### src/rtl/shr_pkg.sv
package shr_pkg;
  // Word index taken from addr[4:2]
  localparam logic [2:0] W_DATA = 3'd0;
  localparam logic [2:0] W_CTRL = 3'd1;
  localparam logic [2:0] W_BAUD = 3'd2;
  localparam logic [2:0] W_ACT  = 3'd3;
  localparam logic [2:0] W_STAT = 3'd4;

  // Sticky receive flags, in enable / action order
  localparam int F_RRDY = 0;
  localparam int F_OE   = 1;
  localparam int F_BRK  = 2;
  localparam int F_FE   = 3;
  localparam int F_PE   = 4;
  localparam int NFLAG  = 5;

  // Action word bits
  localparam int A_SET_BASE = 5;
  localparam int A_POP      = 10;
  localparam int A_RXCLR    = 11;
  localparam int A_TXCLR    = 12;
  localparam int A_TCLR     = 13;
  localparam int A_TSET     = 14;

  // Control word fields
  localparam int C_EN_TRDY = 5;
  localparam int C_LINE_LO = 6;
  localparam int C_DLY_LO  = 14;
  localparam int C_THR_LO  = 22;
  localparam int C_W       = 26;
endpackage

### src/rtl/shr_fifo.sv
// Circular queue; DEPTH must be a power of two.
module shr_fifo #(
  parameter int W     = 8,
  parameter int DEPTH = 16,
  localparam int AW   = $clog2(DEPTH),
  localparam int CW   = $clog2(DEPTH + 1)
) (
  input  logic          clk,
  input  logic          rst_n,
  input  logic          push,
  input  logic [W-1:0]  din,
  input  logic          pop,
  input  logic          clear,
  output logic [W-1:0]  head,
  output logic [CW-1:0] count,
  output logic          full,
  output logic          empty
);
  logic [W-1:0]  mem [DEPTH];
  logic [AW-1:0] wp_q, wp_n, rp_q, rp_n;
  logic [CW-1:0] cnt_q, cnt_n;
  logic          do_push, do_pop;

  assign full    = (cnt_q == CW'(DEPTH));
  assign empty   = (cnt_q == '0);
  assign do_push = push && !full && !clear;
  assign do_pop  = pop && !empty && !clear;
  assign head    = mem[rp_q];
  assign count   = cnt_q;

  always_comb begin
    wp_n  = wp_q;
    rp_n  = rp_q;
    cnt_n = cnt_q;
    if (clear) begin
      wp_n  = '0;
      rp_n  = '0;
      cnt_n = '0;
    end else begin
      if (do_push) wp_n = wp_q + 1'b1;
      if (do_pop)  rp_n = rp_q + 1'b1;
      case ({do_push, do_pop})
        2'b10:   cnt_n = cnt_q + 1'b1;
        2'b01:   cnt_n = cnt_q - 1'b1;
        default: cnt_n = cnt_q;
      endcase
    end
  end

  always_ff @(posedge clk or negedge rst_n) begin
    if (!rst_n) begin
      wp_q  <= '0;
      rp_q  <= '0;
      cnt_q <= '0;
    end else begin
      wp_q  <= wp_n;
      rp_q  <= rp_n;
      cnt_q <= cnt_n;
    end
  end

  always_ff @(posedge clk) begin
    if (do_push) mem[wp_q] <= din;
  end

  p_count_bound_r3: assert property (@(posedge clk) disable iff (!rst_n)
    cnt_q <= CW'(DEPTH));

  p_push_count_r4: assert property (@(posedge clk) disable iff (!rst_n)
    (push && !pop && !clear && !full) |=> (cnt_q == $past(cnt_q) + 1'b1));
endmodule

### src/rtl/shr_rdy_timer.sv
// Counts bit ticks after the first byte reaches an empty receive queue.
module shr_rdy_timer #(
  parameter int DLY_W = 8
) (
  input  logic             clk,
  input  logic             rst_n,
  input  logic             start,
  input  logic             stop,
  input  logic             tick,
  input  logic [DLY_W-1:0] dly,
  output logic             fire
);
  logic             armed_q, armed_n;
  logic [DLY_W-1:0] cnt_q, cnt_n;

  assign fire = armed_q && (cnt_q >= dly);

  always_comb begin
    armed_n = armed_q;
    cnt_n   = cnt_q;
    if (start) begin
      armed_n = 1'b1;
      cnt_n   = '0;
    end else if (stop || fire) begin
      armed_n = 1'b0;
    end else if (armed_q && tick) begin
      cnt_n = cnt_q + 1'b1;
    end
  end

  always_ff @(posedge clk or negedge rst_n) begin
    if (!rst_n) begin
      armed_q <= 1'b0;
      cnt_q   <= '0;
    end else begin
      armed_q <= armed_n;
      cnt_q   <= cnt_n;
    end
  end

  p_single_fire_r10: assert property (@(posedge clk) disable iff (!rst_n)
    (fire && !start) |=> !fire);
endmodule

### src/rtl/serial_host_regs.sv
module serial_host_regs
  import shr_pkg::*;
#(
  parameter int DEPTH  = 16,
  parameter int DLY_W  = 8,
  parameter int THR_W  = 4,
  parameter int BAUD_W = 16,
  localparam int CW    = $clog2(DEPTH + 1)
) (
  input  logic              clk,
  input  logic              rst_n,
  input  logic              wr_en,
  input  logic [4:0]        addr,
  input  logic [31:0]       wdata,
  output logic [31:0]       rdata,
  input  logic              rx_valid,
  input  logic [7:0]        rx_data,
  input  logic              rx_brk,
  input  logic              rx_fe,
  input  logic              rx_pe,
  input  logic              bit_tick,
  output logic              tx_valid,
  output logic [7:0]        tx_data,
  input  logic              tx_ready,
  output logic [7:0]        line_cfg,
  output logic [BAUD_W-1:0] baud_cfg,
  output logic              irq
);
  logic [C_W-1:0]    ctrl_q, ctrl_n;
  logic [BAUD_W-1:0] baud_q, baud_n;
  logic [7:0]        hold_q, hold_n;
  logic [NFLAG-1:0]  flags_q, flags_n, hw_set;
  logic              trdy_q, trdy_n;

  logic [2:0]  word;
  logic        wr_act, wr_data;
  logic [14:0] act;
  logic        rx_pop, rx_clr, tx_clr, rx_push_ok;
  logic [7:0]  rx_head;
  logic [CW-1:0] rx_cnt, tx_cnt;
  logic        rx_full, rx_empty, tx_full, tx_empty;
  logic        rdy_fire;
  logic [THR_W-1:0] thr;
  logic [DLY_W-1:0] dly;
  logic [31:0] stat;
  logic        unused_bits;

  assign word    = addr[4:2];
  assign wr_act  = wr_en && (word == W_ACT);
  assign wr_data = wr_en && (word == W_DATA);
  assign act     = wr_act ? wdata[14:0] : '0;
  assign rx_pop  = act[A_POP];
  assign rx_clr  = act[A_RXCLR];
  assign tx_clr  = act[A_TXCLR];
  assign thr     = ctrl_q[C_THR_LO +: THR_W];
  assign dly     = ctrl_q[C_DLY_LO +: DLY_W];
  assign unused_bits = ^{wdata[31:C_W], addr[1:0], tx_full};

  // Receive side
  shr_fifo #(.W(8), .DEPTH(DEPTH)) u_rxq (
    .clk(clk), .rst_n(rst_n), .push(rx_valid), .din(rx_data),
    .pop(rx_pop), .clear(rx_clr), .head(rx_head), .count(rx_cnt),
    .full(rx_full), .empty(rx_empty)
  );

  assign rx_push_ok = rx_valid && !rx_full && !rx_clr;

  shr_rdy_timer #(.DLY_W(DLY_W)) u_rdy (
    .clk(clk), .rst_n(rst_n),
    .start(rx_push_ok && rx_empty),
    .stop(rx_clr || rx_empty),
    .tick(bit_tick), .dly(dly), .fire(rdy_fire)
  );

  // Transmit side
  shr_fifo #(.W(8), .DEPTH(DEPTH)) u_txq (
    .clk(clk), .rst_n(rst_n), .push(wr_data), .din(wdata[7:0]),
    .pop(tx_ready), .clear(tx_clr), .head(tx_data), .count(tx_cnt),
    .full(tx_full), .empty(tx_empty)
  );
  assign tx_valid = !tx_empty;

  // Sticky flags: hardware or action set beats action clear
  assign hw_set[F_RRDY] = rdy_fire;
  assign hw_set[F_OE]   = rx_valid && rx_full && !rx_clr;
  assign hw_set[F_BRK]  = rx_brk;
  assign hw_set[F_FE]   = rx_fe;
  assign hw_set[F_PE]   = rx_pe;

  for (genvar i = 0; i < NFLAG; i++) begin : g_flag
    assign flags_n[i] = hw_set[i] || act[A_SET_BASE + i] ||
                        (flags_q[i] && !act[i]);

    p_set_wins_r7: assert property (@(posedge clk) disable iff (!rst_n)
      (wr_act && wdata[i] && wdata[A_SET_BASE + i]) |=> flags_q[i]);
  end

  // Next state for configuration, hold register and transmit-ready
  always_comb begin
    ctrl_n = ctrl_q;
    baud_n = baud_q;
    hold_n = hold_q;
    if (wr_en && (word == W_CTRL)) ctrl_n = wdata[C_W-1:0];
    if (wr_en && (word == W_BAUD)) baud_n = wdata[BAUD_W-1:0];
    if (rx_pop && !rx_empty && !rx_clr) hold_n = rx_head;
    trdy_n = (tx_cnt <= CW'(thr)) || act[A_TSET] ||
             (trdy_q && !act[A_TCLR]);
  end

  always_ff @(posedge clk or negedge rst_n) begin
    if (!rst_n) begin
      ctrl_q  <= '0;
      baud_q  <= '0;
      hold_q  <= '0;
      flags_q <= '0;
      trdy_q  <= 1'b0;
    end else begin
      ctrl_q  <= ctrl_n;
      baud_q  <= baud_n;
      hold_q  <= hold_n;
      flags_q <= flags_n;
      trdy_q  <= trdy_n;
    end
  end

  // Read path
  always_comb begin
    stat = '0;
    stat[0] = flags_q[F_RRDY];
    stat[1] = trdy_q;
    stat[2] = flags_q[F_OE];
    stat[3] = flags_q[F_BRK];
    stat[4] = flags_q[F_FE];
    stat[5] = flags_q[F_PE];
    stat[6 +: CW]      = rx_cnt;
    stat[6 + CW +: CW] = tx_cnt;
  end

  always_comb begin
    rdata = '0;
    case (word)
      W_DATA:  rdata[7:0]        = hold_q;
      W_CTRL:  rdata[C_W-1:0]    = ctrl_q;
      W_BAUD:  rdata[BAUD_W-1:0] = baud_q;
      W_STAT:  rdata             = stat;
      default: rdata             = '0;
    endcase
  end

  assign line_cfg = ctrl_q[C_LINE_LO +: 8];
  assign baud_cfg = baud_q;
  assign irq = |(ctrl_q[C_EN_TRDY:0] & {trdy_q, flags_q});

  p_overrun_r5: assert property (@(posedge clk) disable iff (!rst_n)
    (rx_valid && rx_full && !rx_clr) |=> flags_q[F_OE]);

  p_trdy_thr_r9: assert property (@(posedge clk) disable iff (!rst_n)
    (tx_cnt <= CW'(thr)) |=> trdy_q);

  p_pop_empty_r4: assert property (@(posedge clk) disable iff (!rst_n)
    (rx_pop && rx_empty) |=> $stable(hold_q));
endmodule

### config.mk
export PLATFORM = sky130hd
export DESIGN_NAME = serial_host_regs
export DESIGN_NICKNAME = d
export VERILOG_FILES = /design/src/rtl/shr_pkg.sv /design/src/rtl/shr_fifo.sv /design/src/rtl/shr_rdy_timer.sv /design/src/rtl/serial_host_regs.sv
export SDC_FILE = /design/constraint.sdc
export NUM_CORES = 1
export LEC_CHECK = 0
export ABC_AREA = 0
export BUFFER_PORTS_ARGS = -buffer_cell sky130_fd_sc_hd__buf_2
export CORE_UTILIZATION = 50
export CTS_CLUSTER_DIAMETER = 60
export CTS_CLUSTER_SIZE = 12
export DETAILED_ROUTE_END_ITERATION = 6
export GPL_ROUTABILITY_DRIVEN = 0
export PLACE_DENSITY = 0.76
export SLEW_MARGIN = 20
export SYNTH_ARGS = -nofsm -noshare
export SYNTH_HDL_FRONTEND = slang
export SYNTH_HIERARCHICAL = 1
export SYNTH_SLANG_ARGS = --single-unit
### constraint.sdc
create_clock -name clk -period 4.8 [get_ports clk]
set_clock_uncertainty 0.05 [all_clocks]
set_input_delay 0 -clock clk [delete_from_list [all_inputs] [get_ports clk]]
set_output_delay 0 -clock clk [all_outputs]
set_load 0.05 [all_outputs]
==> impl_metrics.env, run 1 <==
export IMPL_drt_pass1_iterations=5
export IMPL_fin_cells=1553
export IMPL_worst_hold_slack_ns=0.1941
export IMPL_clockRootBuffer="clkbuf_16"
export IMPL_num_io_pins=120
export IMPL_drt_iter0_drc=681
export IMPL_setup_tns_ns=0
export IMPL_cap_violations=0
export IMPL_path_class="flop to output pin"
export IMPL_final_hold_viol_count=0
export IMPL_worstSetupStartpointType="flop"
export IMPL_finalCritPeriodShare_pct=68.26
export IMPL_power_total_mw=9.302
export IMPL_avgSynthCellArea_sq_um=15.13
export IMPL_fin_area_sq_um=17530
export IMPL_slew_headroom_pct=31.25
export IMPL_place_area_sq_um=16070
export IMPL_yosys_warnings=6
export IMPL_antenna_found_initial=0
export IMPL_syn_area_sq_um=15350
export IMPL_row_count=63
export IMPL_area_growth_pct=14.22
export IMPL_cts_num_sinks=347
export IMPL_viasPerCell=5.990
export IMPL_core_area_sq_um=29950
export IMPL_ir_drop_uv=370.1
export IMPL_vias=9302
export IMPL_grt_overflow=0
export IMPL_required_ns=4.75
export IMPL_fp_dieH_um=177.2
export IMPL_power_density_nw_per_um2=530.7
export IMPL_antennaDiodeCount=0
export IMPL_synth_cells=1014
export IMPL_postCtsResizedCells=0
export IMPL_die_w_um=177.2
export IMPL_setup_viol_count_final=0
export IMPL_layout_setup_ws_ns=1.524
export IMPL_portBuffers=105
export IMPL_place_ws_ns=1.479
export IMPL_rsz0062_at_grt="false"
export IMPL_grt_pass1_vias=9065
export IMPL_drv_slew=0
export IMPL_drive_gt1_share_pct=23.22
export IMPL_p_leak_nw=6.531
export IMPL_timing_final_crit_period_ns=3.276
export IMPL_tightest_slew_ns=1.031
export IMPL_wl_per_cell_um=21.76
export IMPL_cts_tree="yes"
export IMPL_route_detailed_drc=0
export IMPL_clk_pin_slew_worst_paths_ns=0.06
export IMPL_cp_arrival_ns=3.23
export IMPL_crit_fanout=36
export IMPL_placed_cells=1456
export IMPL_ant_nets=0
export IMPL_layout_nets=1234
export IMPL_clk_insertion_delay_late_ns=0.51
export IMPL_numCtsBuffers=35
export IMPL_track_usage_pct=21.87
export IMPL_status="complete, no violations"
export IMPL_clockBufferDepth=3
export IMPL_final_core_util_pct=58.52
export IMPL_critPathCaptureType="output pin"
export IMPL_grt_pass1_wl_um=51700
export IMPL_die_area_sq_um=31400
export IMPL_fillCellCount=2259
export IMPL_fmax_mhz=305.2
export IMPL_start_util_pct=51.23
export IMPL_dpl_hpwl_um=21710
export IMPL_cts_max_level=2
export IMPL_routed_wirelength_um=33790
export IMPL_grt_max_degree=57
export IMPL_hold_path_class="input pin to flop"
==> layout make-up <==
type / instances / area [sq um] / area share, %
Timing Repair Buffer: 158 / 1051 / 5.996
Clock buffer: 45 / 934.6 / 5.332
Tap cell: 390 / 488.0 / 2.784
Multi-Input combinational cell: 575 / 4920 / 28.07
Sequential cell: 347 / 9970 / 56.88
Clock inverter: 6 / 45.04 / 0.2570
Inverter: 32 / 120.1 / 0.6853
==> worst max-delay path: stages (launching register included) <==
cell and delay, ns:
dfrtp_2 1.04, buf_4 0.46, mux2i_1 0.13, a221oi_1 0.45, o21ai_0 0.20, nand2_1 0.13, buf_2 0.27
==> state kept, by name, summed over array words and instances (netlist names), 5 cells and up <==
| register | flops |
|---|---|
| flags_q | 5 |
| u_txq/count | 5 |
| u_txq/mem | 128 |
| u_rdy/cnt_q | 8 |
| hold_q | 8 |
| ctrl_q | 26 |
| baud_cfg | 16 |
| u_rxq/count | 5 |
| u_rxq/mem | 128 |
==> cells in the final DEF (no fill, tap or decap), types with 27 or more instances in the layout <==
master,n
mux4_2,32
ha_1,29
dfrtp_1,89
clkbuf_16,36
inv_1,31
buf_2,104
edfxtp_1,256
mux2i_1,70
dlygate4sd3_1,45
a22oi_1,27
o21ai_0,30
nor2_1,73
nand2_1,41
mux2_2,62
==> metal layers <==
metal / GRT usage, % / part of all wire [%]
met5: 0 / 0
met4: 6.501 / 2.1
met3: 3.544 / 6.2
met2: 37.04 / 50
met1: 28.98 / 41
==> repair_timing <==
item                      CTS  global route
hold endpoints to repair  338             0
setup buffers               0             0
hold buffers               46             0
==> worst paths after layout <==
path / start / to / slack [ns] / depth (start not counted)
min reg2reg: ctrl_q[24]$_DFFE_PN0P_ / ctrl_q[24]$_DFFE_PN0P_ / 0.46 / 1
max in group asynchronous: rst_n / u_rxq/wp_q[1]$_DFFE_PN0P_ / 3.49 / 4
min in group asynchronous: rst_n / u_txq/rp_q[1]$_DFFE_PN0P_ / 0.48 / 4
max: u_txq/rp_q[0]$_DFFE_PN0P_ / tx_data[7] / 1.52 / 6
min: wdata[24] / ctrl_q[24]$_DFFE_PN0P_ / 0.19 / 3
max reg2reg: u_rxq/count[1]$_DFFE_PN0P_ / u_rxq/count[4]$_DFFE_PN0P_ / 1.62 / 9
==> where the power goes <==
part	switching (mW)	internal (mW)	leakage [nW]
sequential	0.501	3.58	3.41
combinational	1.67	1.13	2.64
clock	1.06	1.36	0.481
total	3.23	6.08	6.53
No activity file was read; power rests on OpenSTA's default activity.
==> run 2: changes to the inputs <==
ABC_AREA = 1   (was 0)
clock period = 3.4 ns   (was 4.8 ns; I/O delays follow)
==> run 2 against run 1 <==
  * Total power up 48%
  * First-iteration DRC count up 28%
  * Cell count up 30%
  * Die area up 1.8%
  * Clock power up 50%
  * Register-to-register slack worse by 0.50 ns
  * Combinational power up 67%
  * Flip-flop and latch count unchanged
  * Critical endpoint unchanged
==> impl_metrics.env, run 2 <==
export IMPL_fp_dieH_um=178.7
export IMPL_drv_slew=0
export IMPL_slew_headroom_pct=34.51
export IMPL_drt_iter0_drc=874
export IMPL_grt_max_degree=75
export IMPL_grt_pass1_wl_um=57640
export IMPL_required_ns=3.35
export IMPL_tightest_slew_ns=0.9789
export IMPL_multi_input_area_sq_um=4836
export IMPL_antennaDiodeCount=0
export IMPL_final_cell_mix="nand2_1 (308), edfxtp_1 (256), nor2_1 (158), buf_2 (104), o21ai_0 (99)"
export IMPL_row_count=64
export IMPL_final_hold_viol_count=0
export IMPL_timing_final_crit_period_ns=2.835
export IMPL_final_core_util_pct=58.28
export IMPL_cap_violations=0
export IMPL_cts_num_sinks=347
export IMPL_cts_hold_buf=46
export IMPL_r2r_start="u_rxq/count[1]$_DFFE_PN0P_"
export IMPL_antenna_found_initial=1
export IMPL_cp_arrival_ns=2.79
export IMPL_drt_pass1_iterations=5
export IMPL_postCtsResizedCells=0
export IMPL_largestRegisters="u_rxq/mem x128, u_txq/mem x128, ctrl_q x26"
export IMPL_power_frac_clock_pct=26.5
export IMPL_layout_commonest_cell="nand2_1"
export IMPL_cts_tree="yes"
export IMPL_dpl_hpwl_um=24100
export IMPL_clockRootBuffer="clkbuf_16"
export IMPL_ant_nets=0
export IMPL_clk_pin_slew_worst_paths_ns=0.06
export IMPL_power_density_nw_per_um2=768.1
export IMPL_rsz0062_at_grt="false"
export IMPL_swShare_pct=39.05
export IMPL_crit_fanout=22
export IMPL_core_area_sq_um=30670
export IMPL_numCtsBuffers=35
export IMPL_track_usage_pct=23.56
export IMPL_hold_depth=5
export IMPL_yosys_warnings=6
export IMPL_syn_area_sq_um=15620
export IMPL_num_io_pins=120
export IMPL_cts_max_level=2
export IMPL_avgSynthCellArea_sq_um=10.60
export IMPL_fmax_mhz=352.7
export IMPL_hold_path_class="input pin to flop"
export IMPL_hold_end="flags_q[0]$_DFF_PN0_"
export IMPL_route_detailed_drc=0
export IMPL_fillCellCount=2449
export IMPL_layout_nets=1688
export IMPL_seqPwrFrac_pct=39.5
export IMPL_clk_insertion_delay_late_ns=0.52
export IMPL_layout_setup_ws_ns=0.5647
export IMPL_die_area_sq_um=31950
export IMPL_worstSetupStartpointType="flop"
export IMPL_drive_gt1_share_pct=13.51
export IMPL_start_util_pct=50.93
export IMPL_path_class="flop to output pin"
export IMPL_p_leak_nw=7.266
export IMPL_power_frac_comb_pct=34.0
export IMPL_portBuffers=105
export IMPL_vias=11420
export IMPL_viasPerCell=5.639
export IMPL_routed_wirelength_um=37550
export IMPL_critPathCaptureType="output pin"
export IMPL_cts_setup_buffers=0
export IMPL_reg2reg_to="u_rdy/cnt_q[2]$_DFFE_PN0P_"
export IMPL_regArea_sq_um=9967
export IMPL_setup_viol_count_final=0
export IMPL_reg2regPathDepth=9
export IMPL_area_growth_pct=14.44
export IMPL_finalCritPeriodShare_pct=83.39
export IMPL_synth_cells=1473
export IMPL_r2r_setup_slack_ns=1.12
export IMPL_grt_pass1_vias=10880
export IMPL_wl_per_cell_um=18.54
export IMPL_setup_tns_ns=0
export IMPL_clockBufferDepth=3
export IMPL_status="complete, no violations"
export IMPL_die_w_um=178.7
export IMPL_switching_power_mw=5.361
export IMPL_grt_overflow=0
export IMPL_ir_drop_uv=576.1
export IMPL_hp_start="addr[2]"
export IMPL_place_ws_ns=0.7844
export IMPL_p_int_mw=8.367
run 2: through the flow:
step	power, mW	cell area, sq um	std cells	hold WS, ns
after floorplan	8.861	15640	1478	-0.3456
after global placement	9.891	16330	1916	0.1335
after detailed placement	10.04	16330	1916	0.1494
after CTS	13.72	17870	2025	0.01141
after global routing	14.41	17870	2025	0.04977
final	13.73	17870	2025	0.04062
run 2: worst max-delay path: stages (launching register included):
cell,delay (ns)
dfrtp_1,0.55
inv_1,0.67
o21ai_0,0.23
o22ai_1,0.24
o21ai_0,0.16
nand2_1,0.13
buf_2,0.27
run 2: area by class of cell:
type	count	share of cell area [%]
Clock buffer	58	5.495
Clock inverter	5	0.5040
Multi-Input combinational cell	945	27.06
Sequential cell	347	55.76
Inverter	111	2.373
Tap cell	396	2.772
Timing Repair Buffer	163	6.034
run 2: worst max-delay path by stage:
stage / start / end / slack [ns] / cells past startpoint
detailed placement: addr[2] / u_rxq/count[4]$_DFFE_PN0P_ / 0.78 / 17
CTS: u_txq/rp_q[1]$_DFFE_PN0P_ / tx_data[7] / 0.56 / 6
floorplan: addr[4] / u_rxq/count[4]$_DFFE_PN0P_ / 1.27 / 16
global route: u_txq/rp_q[1]$_DFFE_PN0P_ / tx_data[0] / 0.42 / 6
global placement: addr[2] / u_rxq/count[4]$_DFFE_PN0P_ / 0.90 / 17
finish: u_txq/rp_q[1]$_DFFE_PN0P_ / tx_data[7] / 0.56 / 6
run 2: routing by layer:
metal / track usage [%] / part of all wire, %
met4: 8.651 / 2.9
met1: 30.32 / 40
met2: 40.46 / 51
met3: 3.350 / 6.4
met5: 0 / 0.029
run 2: power groups by stage:
| stage | clock, mW | sequential (mW) | combinational (mW) |
|---|---|---|---|
| 6_report | 3.64 | 5.42 | 4.67 |
| 5_1_grt | 3.85 | 5.48 | 5.08 |
| 4_1_cts | 3.67 | 5.41 | 4.64 |
| 3_5_place_dp | 0 | 5.49 | 4.56 |
| 3_3_place_gp | 0 | 5.47 | 4.42 |
| 2_1_floorplan | 0 | 5.49 | 3.37 |
==> run 3: changes to the inputs <==
ABC_AREA = 0   (was 1)
clock period = 2.7 ns   (was 3.4 ns; I/O delays follow)
==> run 3 against run 2 <==
  * Clock power grew 26%
  * Cell count shrank 20%
  * Global-route usage shrank 1.4 points
  * Non-clock buffer count grew 61
  * Setup slack lost 0.46 ns
  * Utilization grew 2.5 points
  * Sequential share of layout area shrank 1.0 points
==> impl_metrics.env, run 3 (synthesis gave the netlist of run 1 again) <==
export IMPL_status="complete, no violations"
export IMPL_p_leak_nw=6.936
export IMPL_path_class="flop to flop"
export IMPL_tightest_slew_ns=0.9240
export IMPL_drv_slew=0
export IMPL_numCtsBuffers=36
export IMPL_worstSetupStartpointType="flop"
export IMPL_dpl_hpwl_um=22520
export IMPL_ant_nets=0
export IMPL_routed_wirelength_um=33900
export IMPL_clk_insertion_delay_late_ns=0.53
export IMPL_seqPwrFrac_pct=40.5
export IMPL_worst_hold_slack_ns=0.004203
export IMPL_antenna_found_initial=0
export IMPL_clockRootBuffer="clkbuf_16"
export IMPL_fmax_mhz=384.6
export IMPL_clockBufferDepth=3
export IMPL_row_count=63
export IMPL_start_util_pct=51.23
export IMPL_cts_tree="yes"
export IMPL_grt_pass1_wl_um=52740
export IMPL_power_frac_clock_pct=26.8
export IMPL_drt_iter0_drc=691
export IMPL_layout_commonest_cell="edfxtp_1"
export IMPL_core_area_sq_um=29950
export IMPL_switching_power_mw=5.867
export IMPL_track_usage_pct=22.15
export IMPL_cts_max_level=2
export IMPL_reg2reg_to="u_rxq/count[4]$_DFFE_PN0P_"
export IMPL_layout_nets=1301
export IMPL_drt_pass1_iterations=5
export IMPL_grt_max_degree=51
export IMPL_place_area_sq_um=16620
export IMPL_cts_num_sinks=347
export IMPL_final_hold_viol_count=0
export IMPL_power_density_nw_per_um2=941.9
export IMPL_cts_setup_buffers=0
export IMPL_critPathCaptureType="flop"
export IMPL_route_detailed_drc=0
export IMPL_p_int_mw=11.29
export IMPL_r2r_setup_slack_ns=0.1
export IMPL_required_ns=3.09
export IMPL_die_w_um=177.2
export IMPL_power_frac_comb_pct=32.8
export IMPL_die_area_sq_um=31400
export IMPL_vias=9432
export IMPL_timing_final_crit_period_ns=2.600
export IMPL_portBuffers=105
export IMPL_ir_drop_uv=693.7
export IMPL_crit_start="u_rxq/count[1]$_DFFE_PN0P_"
export IMPL_swShare_pct=34.20
export IMPL_reg2regPathDepth=9
export IMPL_cp_arrival_ns=2.99
export IMPL_drive_gt1_share_pct=28.44
export IMPL_clk_pin_slew_worst_paths_ns=0.06
export IMPL_power_total_mw=17.16
export IMPL_viasPerCell=5.808
export IMPL_cap_violations=0
export IMPL_hold_path_class="input pin to asynchronous set/reset pin"
export IMPL_largestRegisters="u_rxq/mem x128, u_txq/mem x128, ctrl_q x26"
export IMPL_setup_viol_count_final=0
export IMPL_fp_dieH_um=177.2
export IMPL_grt_pass1_vias=9419
export IMPL_wl_per_cell_um=20.87
export IMPL_area_growth_pct=18.69
export IMPL_antennaDiodeCount=0
export IMPL_r2r_start="u_rxq/count[1]$_DFFE_PN0P_"
export IMPL_num_io_pins=120
export IMPL_grt_overflow=0
export IMPL_final_cell_mix="edfxtp_1 (256), buf_2 (104), dfrtp_1 (88), nor2_1 (73), buf_4 (73)"
export IMPL_slew_headroom_pct=38.17
export IMPL_crit_fanout=4
export IMPL_finalCritPeriodShare_pct=96.31
export IMPL_fin_area_sq_um=18210
-- run 3: power groups by stage --
stage / combinational (mW) / clock (mW) / sequential [mW]
floorplan: 3.95 / 0 / 6.98
global placement: 5.37 / 0 / 6.98
detailed placement: 5.49 / 0 / 7.01
CTS: 5.57 / 4.68 / 6.92
global route: 6.06 / 4.90 / 7.03
finish: 5.62 / 4.59 / 6.94
-- run 3: worst max-delay path by stage --
stage	to	cells after the start	slack, ns
3_3_place_gp	u_rxq/count[4]$_DFFE_PN0P_	9	0.05
2_1_floorplan	u_rxq/count[4]$_DFFE_PN0P_	10	0.02
4_1_cts	u_rxq/count[4]$_DFFE_PN0P_	9	0.04
6_report	u_rxq/count[4]$_DFFE_PN0P_	9	0.1
3_5_place_dp	u_rxq/count[4]$_DFFE_PN0P_	9	0.02
5_1_grt	u_rxq/count[4]$_DFFE_PN0P_	9	-0.008
-- run 3: worst max-delay path, cell delays in order (launching register included) --
cell	delay (ns)
dfrtp_2	0.44
or4_4	0.57
o21ai_2	0.16
or3_4	0.15
inv_1	0.10
ha_4	0.18
nor2_1	0.14
a21oi_1	0.12
or4_1	0.47
a31oi_1	0.13
-- run 3: cell type report --
class                      count  area (sq um)
clock inverter                 5         58.81
multi-input combinational    575          4987
fill                        2227         11740
sequential                   347          9971
clock buffer                  51          1020
timing repair buffer         224          1569
inverter                      32         120.1
tap                          390         488.0
-- run 3: what timing repair did --
item | CTS | global route
pin swaps | 0 | 2
hold buffers | 44 | 0
endpoints found under the setup margin | 4 | 10
endpoints found under the hold margin | 393 | 0
resized for setup | 2 | 12
-- run 3: routing by layer --
layer	vias up	global-route usage, %	wire (um)
met2	301	36.30	16890
met3	63	3.243	1764
li1	4289	-	-
met5	-	0	0
met1	4779	30.31	14310
met4	0	7.471	929
-- run 3: metrics by stage --
step | cells | util (%) | TNS (ns) | worst slack, ns
6_report | 1624 | 60.81 | 0 | 0.09971
3_3_place_gp | 1524 | 55.49 | 0 | 0.05360
5_1_grt | 1624 | 60.81 | -0.008010 | -0.008010
2_1_floorplan | 1019 | - | 0 | 0.01949
4_1_cts | 1624 | 60.58 | 0 | 0.04469
3_5_place_dp | 1524 | 55.49 | 0 | 0.01994
